File: src/rtl/dma_csr_regs.sv
module dma_csr_regs #(
  parameter int NCH = 12,
  parameter int AW  = 8
) (
  input  logic             clk,
  input  logic             rst_n,
  input  logic             wr_en,
  input  logic [AW-1:0]    addr,
  input  logic [31:0]      wdata,
  output logic [31:0]      rdata,
  input  logic [NCH-1:0]   eng_irq_set,
  input  logic [NCH-1:0]   eng_err_set,
  input  logic [2*NCH-1:0] eng_state,
  output logic [2*NCH-1:0] ch_mode,
  output logic [NCH-1:0]   ch_dir,
  output logic [NCH-1:0]   ch_irq_en,
  output logic [128*NCH-1:0] ch_desc,
  output logic             irq_out
);
  localparam int WA = AW - 2;
  localparam logic [WA-1:0] W_CTL0 = WA'(0);
  localparam logic [WA-1:0] W_CTL2 = WA'(2);
  localparam logic [WA-1:0] W_CTL3 = WA'(3);
  localparam logic [WA-1:0] W_STS0 = WA'(4);
  localparam logic [WA-1:0] W_STS2 = WA'(6);
  localparam logic [WA-1:0] W_DESC = WA'(8);

  logic [WA-1:0] wa;
  assign wa = addr[AW-1:2];

  logic [1:0]     mode_q [NCH];
  logic [NCH-1:0] dir_q, en_q, irqf_q, errf_q;
  logic [31:0]    desc_q [NCH][4];

  logic unused_bits;
  assign unused_bits = ^{addr[1:0], wdata};

  for (genvar n = 0; n < NCH; n++) begin : g_ch
    localparam int  S  = n % 8;
    localparam bit  HI = (n >= 8);
    localparam int  EB = HI ? n + 8 : n;
    logic ctl_hit, sts_hit;
    logic [3:0] nib;
    assign ctl_hit = wr_en && (wa == (HI ? W_CTL3 : W_CTL0));
    assign sts_hit = wr_en && (wa == (HI ? W_STS2 : W_STS0));
    assign nib     = wdata[4*S +: 4];

    always_ff @(posedge clk) begin
      if (!rst_n) begin
        mode_q[n] <= 2'd0;
        dir_q[n]  <= 1'b0;
        en_q[n]   <= 1'b0;
        irqf_q[n] <= 1'b0;
        errf_q[n] <= 1'b0;
      end else begin
        if (ctl_hit) begin
          if (nib[1:0] != 2'b11) mode_q[n] <= nib[1:0];
          dir_q[n] <= nib[2];
        end
        if (wr_en && wa == W_CTL2) en_q[n] <= wdata[EB];
        irqf_q[n] <= eng_irq_set[n] | (irqf_q[n] & ~(sts_hit & wdata[S]));
        errf_q[n] <= eng_err_set[n] | (errf_q[n] & ~(sts_hit & wdata[S+8]));
      end
    end

    for (genvar w = 0; w < 4; w++) begin : g_word
      localparam logic [WA-1:0] WADR = WA'(8 + 4*n + w);
      always_ff @(posedge clk) begin
        if (!rst_n) desc_q[n][w] <= '0;
        else if (wr_en && wa == WADR) desc_q[n][w] <= wdata;
      end
      assign ch_desc[128*n + 32*w +: 32] = desc_q[n][w];
    end

    assign ch_mode[2*n +: 2] = mode_q[n];
    assign ch_dir[n]         = dir_q[n];
    assign ch_irq_en[n]      = en_q[n];

    p_mode_legal_r2: assert property (@(posedge clk) disable iff (!rst_n)
      mode_q[n] != 2'b11);
    p_mode3_keep_r4: assert property (@(posedge clk) disable iff (!rst_n)
      (ctl_hit && nib[1:0] == 2'b11) |=> $stable(mode_q[n]));
    p_set_sticky_r6: assert property (@(posedge clk) disable iff (!rst_n)
      (eng_irq_set[n] || (irqf_q[n] && !sts_hit)) |=> irqf_q[n]);
    p_w1c_r8: assert property (@(posedge clk) disable iff (!rst_n)
      (sts_hit && wdata[S] && !eng_irq_set[n]) |=> !irqf_q[n]);
  end

  assign irq_out = |(irqf_q & en_q);

  p_irq_needs_flag_r10: assert property (@(posedge clk) disable iff (!rst_n)
    (irqf_q == '0) |-> !irq_out);

  logic [31:0] ctl0, ctl2, ctl3, sts0, sts2;
  always_comb begin
    ctl0 = '0; ctl2 = '0; ctl3 = '0; sts0 = '0; sts2 = '0;
    for (int n = 0; n < NCH; n++) begin
      if (n < 8) begin
        ctl0[4*(n%8) +: 4]     = {1'b0, dir_q[n], mode_q[n]};
        ctl2[n%8]              = en_q[n];
        sts0[n%8]              = irqf_q[n];
        sts0[(n%8)+8]          = errf_q[n];
        sts0[16+2*(n%8) +: 2]  = eng_state[2*n +: 2];
      end else begin
        ctl3[4*(n%8) +: 4]     = {1'b0, dir_q[n], mode_q[n]};
        ctl2[(n%8)+16]         = en_q[n];
        sts2[n%8]              = irqf_q[n];
        sts2[(n%8)+8]          = errf_q[n];
        sts2[16+2*(n%8) +: 2]  = eng_state[2*n +: 2];
      end
    end
  end

  logic [WA-1:0] doff;
  assign doff = wa - W_DESC;

  always_comb begin
    rdata = '0;
    case (wa)
      W_CTL0: rdata = ctl0;
      W_CTL2: rdata = ctl2;
      W_CTL3: rdata = ctl3;
      W_STS0: rdata = sts0;
      W_STS2: rdata = sts2;
      default: begin
        if (wa >= W_DESC && int'(doff[WA-1:2]) < NCH)
          rdata = desc_q[doff[WA-1:2]][doff[1:0]];
      end
    endcase
  end
endmodule

File: config.mk
export PLATFORM = sky130hd
export DESIGN_NAME = dma_csr_regs
export DESIGN_NICKNAME = d
export VERILOG_FILES = /design/src/rtl/dma_csr_regs.sv
export SDC_FILE = /design/constraint.sdc
export NUM_CORES = 2
export LEC_CHECK = 0
export CAP_MARGIN = 30
export CORE_AREA = 8 8 664 666
export CTS_BUF_LIST = sky130_fd_sc_hd__clkbuf_4
export DETAILED_ROUTE_END_ITERATION = 10
export DIE_AREA = 0 0 672 674
export DONT_BUFFER_PORTS = 1
export GPL_TIMING_DRIVEN = 0
export PLACE_DENSITY = 0.3
export SETUP_SLACK_MARGIN = 0.4
export SLEW_MARGIN = 20
export SYNTH_ARGS = -nofsm -noshare
export SYNTH_HDL_FRONTEND = slang
export SYNTH_SLANG_ARGS = --single-unit
export TNS_END_PERCENT = 10
File: constraint.sdc
create_clock -name clk -period 5.95 [get_ports clk]
set_clock_uncertainty 0.1 [all_clocks]
set_input_delay 1.19 -clock clk [delete_from_list [all_inputs] [get_ports clk]]
set_output_delay 1.19 -clock clk [all_outputs]
set_load 0.03 [all_outputs]
Word level (Yosys, flattened, before mapping):

Memories as Yosys holds them, arrays and structs flattened.
Cells that the tools add are included.
W data, S select, Z words.

* $add $sub $neg: 1
* multipliers: 0
* divide/modulo/power cells: 0
* magnitude comparators: 3
* eq/ne operators: 60
* shifts and indexed selects: 0
* multiplexer cells: 254
* bitwise logic cells: 158
* reductions and logical operators: 56

Operators by type and width (number)
* $mux W32: 51
* $mux W1: 189
* $pmux W32 S5: 1
* $eq A6 B6 Y1 const B: 24
* $eq A6 B5 Y1 const B: 16
* $or A1 B1 Y1: 84
* $bmux W32 S2: 1
* $logic_and A1 B1 Y1: 54
* $and A1 B1 Y1: 48
* $eq A6 B4 Y1 const B: 8
* $mux W2: 12
* $not A1 Y1: 24
* $ne A2 B2 Y1 const B: 8
* $and A12 B12 Y12: 1
* $eq A6 B2 Y1 const B: 2
* $eq A6 B3 Y1 const B: 2
* $reduce_or A12 Y1: 1
* $ge A6 B4 Y1 const B: 1
* $logic_not A6 Y1: 1
* $sub A6 B4 Y6 const B: 1
* $lt A4 B4 Y1 const B: 1
* $ge A3 B3 Y1 const B: 1
* $not A2 Y3: 1

* flip-flop bits (word level): 48
* latch bits: 0
* RAM bits: 1560
* ROM bits: 0
* output and inout bits: 1617
* logic and storage cells: 582
* memories: 2

Memories
* desc_q: depth 12, bits a word 128, read ports 13, clocked after memory_dff 0, write ports 12, RTL line 33 `logic [31:0] desc_q [NCH][4];`
* mode_q: depth 12, bits a word 2, read ports 12, clocked after memory_dff 0, write ports 12, RTL line 31 `logic [1:0] mode_q [NCH];`

Logic depth before layout (Yosys ltp):

* word-level depth: 7
* depth in mapped cells: 13
* depth with buffers taken out: 8

Worst setup path before layout:

OpenSTA, ideal clock, no wires.

* path type: input -> output
* from: input port addr[5]
* to: output port rdata[8]
* arrival time: 3.937 ns
* data required time: 4.660 ns
* path slack: 0.723 ns
* cell stages on the path: 11
* cell sequence: buf_2 inv_1 buf_1 ha_1 buf_2 clkbuf_1 mux4_2 mux2i_1 o211ai_1 a21oi_1 o21ai_0

* longest elaborated chain between the ends: 7
* elaborated cells between the ends (all ways): 15
* classes of those cells: add/sub: 1; order compare: 2; eq/ne: 4; mux: 5; reduce/logical: 2; memory: 1

Ends and longest elaborated chain
* from (decl): RTL line 8 `input logic [AW-1:0] addr,`
* $sub A6 B4 Y6: RTL line 115 `assign doff = wa - W_DESC;`
* $mem_v2 Z12 W128
* $bmux W32 S2: RTL line 127 `rdata = desc_q[doff[WA-1:2]][doff[1:0]];`
* $mux W32 (not written as such) (2 in a row): RTL line 127
* $mux W32: RTL line 126 `if (wa >= W_DESC && int'(doff[WA-1:2]) < NCH)`
* $pmux W32 S5 *: RTL line 119 `case (wa)`
* to (decl): RTL line 10 `output logic [31:0] rdata,`

Mark *: on every way between the ends. The rest lies on a longest branch, timed or not. The select of a mux whose other input is x is not followed.

Worst setup path after layout:

* from: input port addr[4]
* to: output port rdata[0]

Same word-level chain as after synthesis.

==> flow_summary.yaml <==
worst_setup_path:
  path_common_cell: "buf_6"
  crit_chain: "buf_6 > buf_6 > buf_4 > mux4_2 > o22ai_4 > o22ai_1 > o21ai_1 > nand4_1"
  cp.required_ps: 4660
  slowest_stage: "nand4_1"
  cp_max_fo: 10
  crit_family: "buffers and inverters"
  critPathBufInv: 3
  critPathLaunchType: "input port"
  worstSetupPathType: "in -> out"
  cp.arrival_ps: 4690
  end_kind: "primary output"
  cp-startpoint: "addr[4]"
  crit_path_max_incr_delay_ps: 770
  r2r-start: "errf_q[4]$_SDFF_PN0_"
drt:
  routed_wl_um: 747000
  via_count: 57500
  dr.pass1.iters: 6
  drtIter0Drc: 8002
  vias_per_cell: 4.79
  wl_per_cell_um: 62.2
  drc_errors: 0
  ant_nets: 0
sta:
  setup_violations: 1
  fin_crit_sh_pct: 100
  hold_viol_final: 0
  slew_viol_final: 0
  rsz0062_at_grt: "true"
  max_freq_ghz: 0.167
  worstMarginPinSlew_ps: 1190
  slew_headroom_pct: 20.2
  post-route-min-period_ps: 5980
  worst_slack_ps: -28.7
pwr:
  p_seq_share_pct: 48.1
  p_sw_mw: 12.0
  swShare_pct: 37.1
  p_int_mw: 20.3
  ir_drop_mv: 0.128
  clockPowerShare_pct: 37.3
  combPwrFrac_pct: 14.6
  powerDensity_nw_per_um2: 333
  p_total_mw: 32.3
  leakage_nw: 32.6
synth:
  yosysWarnings: 0
  synth-main-ff-cell: "edfxtp_1"
  netlist_area_um2: 72600
  synth_edf_count: 1560
  synthesis.nets: 4962
  yosysSeqAreaShare_pct: 65.9
  async_flop_share_pct: 0
  synthCells: 4869
  synth.avg_cell_area_um2: 14.9
  synth_cell_type_count: 53
  yosys_register_bits: 1608
placement:
  placed_cell_area_um2: 87100
  pre_cts_slack_ps: -2720
  dp_hpwl_um: 612000
  gp_congestion: 0.962
  io_buffers: 0
floorplan:
  io_pins: 1708
  rows: 241
  die_h_um: 674
  die_width_um: 672
  initial_core_util_pct: 16.9
  core_um2: 430000
  dieArea_um2: 453000
clock_tree:
  clkTransAtPathRegs_ps: 70
  root_buffer: "clkbuf_4"
  clock_latency_ps: 1580
  tritoncts: "built"
  numCtsBuffers: 530
  cts_max_level: 6
  clock_path_buffers: 4
  cts.sinks: 1608
global_routing:
  grt-ovfl-total: 0
  track_usage_pct: 31.6
  grt_max_degree: 20
  antenna_found_initial: 215
  grt_first_pass_wirelength_um: 871000
  grt_pass1_vias: 53100
outcome:
  status: "finished, violations left"
  violations: "negative setup slack"
finish:
  layout-drive-gt1-share_pct: 32.8
  area_growth_pct: 33.4
  final_cell_area_um2: 96800
  fin_nets: 5892
flow_run:
  maxCapViolCount: 0
worst_hold_path:
  hp-start: "addr[2]"
  hp-class: "in -> reg"
## kinds of logic after synthesis
kind of cell | after synthesis | synth area share [%]
mux | 409 | 12.0
compound gates | 503 | 4.07
simple gates | 1850 | 15.1
flops | 1608 | 65.9
xor+xnor | 2 | 0.0345
fa+ha+maj | 2 | 0.0345
buf+inv | 495 | 2.80
## tightest hold or removal path: cells and delay by family
| kind | cells | cell delay [ps] |
|---|---|---|
| compound gates | 1 | 200 |
| simple gates | 2 | 320 |
## placed cells by master, fill, tap and decap left out, drive strengths merged, types with 6 or more instances in the layout
cell type    count
nor3b            8
nand2b          10
diode          162
a22oi           34
edfxtp        1560
and2          1548
o21ai          208
mux2            13
nand4            9
nand2          132
clkbuf        1118
mux4           370
o22ai          165
a22o             6
clkinvlp        17
dfxtp           48
dlygate4sd3     78
a222oi           8
nand3           21
nor2           104
clkinv          82
mux2i           26
buf            434
inv             30
a221oi           6
a21oi           58
## metal layers
metal	track usage [%]	up-vias	wire length [µm]	part of all wire, %
li1	-	20400	-	-
met3	12.6	1068	86100	12
met4	12.5	36	34400	4.6
met2	52.9	4779	356000	48
met1	36.0	31200	270000	36
met5	0	-	226	0.030
## flip-flops by register name (all words and copies together) (netlist names)
signal and cells:
irqf_q 12, ch_dir 12, ch_irq_en 12, mode_q 24, desc_q 1536, errf_q 12
## Yosys cell counts (7+ instances only)
library cell  instances  area (µm²)
a22oi_1              34         255
nand2b_1             10        62.6
mux2i_1              26         260
o21ai_0             192         961
o22ai_1             165        1030
nand3_1              21         105
a21oi_1              58         290
nand2_1             131         492
a222oi_1              8        80.1
buf_1                20        75.1
mux4_2              370        8330
nor3b_1               8        60.1
nand4_1               9        56.3
edfxtp_1           1560       46800
buf_4                 7        52.6
mux2_2               13         146
clkbuf_1            375        1410
o21ai_1              16        80.1
buf_2                82         410
nor2_1              102         383
and2_1             1547        9680
dfxtp_1              48         961
## worst paths after layout
kind         slack [ps]  depth (start not counted)                            to
max                 -30                          8                      rdata[0]
min                 180                          3  desc_q[11][40]$_SDFFCE_PN0P_
max reg2reg        4360                          3          errf_q[4]$_SDFF_PN0_
min reg2reg         390                          2          errf_q[7]$_SDFF_PN0_
## per-stage QoR
step | instances | hold WS [ps] | TNS [ps] | utilization [%]
4_1_cts | 11800 | 1.73 | -21.3 | 22.2
3_5_place_dp | 10900 | 373 | -64870 | 20.3
3_3_place_gp | 10600 | 369 | -9209950 | 18.6
6_report | 12000 | 179 | -28.7 | 22.5
5_1_grt | 11900 | 47.2 | -61.2 | 22.5
2_1_floorplan | 4869 | 350 | 0 | -
## cell type report
cell class              count  area (µm²)
fillers                 45500      333000
flip-flops and latches   1608       47800
multi-input cells        2766       25200
repair buffers            398        7300
well taps                5710        7140
clock buffers             743        5580
plain buffers             490        2580
clock inverters           127         801
diodes                    162         405
inverters                   5        22.5
## timing repair
item                       4_1_cts  5_1_grt
gates resized for setup        248      158
buffers inserted                 4        2
hold buffers                    80        0
setup endpoints to repair       32       32
hold endpoints to repair       560        0
pin swaps                       34       58
## power by group through the flow
stage / Combinational, mW / Sequential, mW / Clock (mW)
after floorplan: 1.27 / 14.8 / 0
after global placement: 3.59 / 15.9 / 0
after detailed placement: 4.18 / 15.7 / 0
after CTS: 4.52 / 15.5 / 12.2
after global routing: 4.68 / 15.5 / 12.7
final: 4.72 / 15.5 / 12.0
Note: power is estimated with default switching activity, not from simulation.
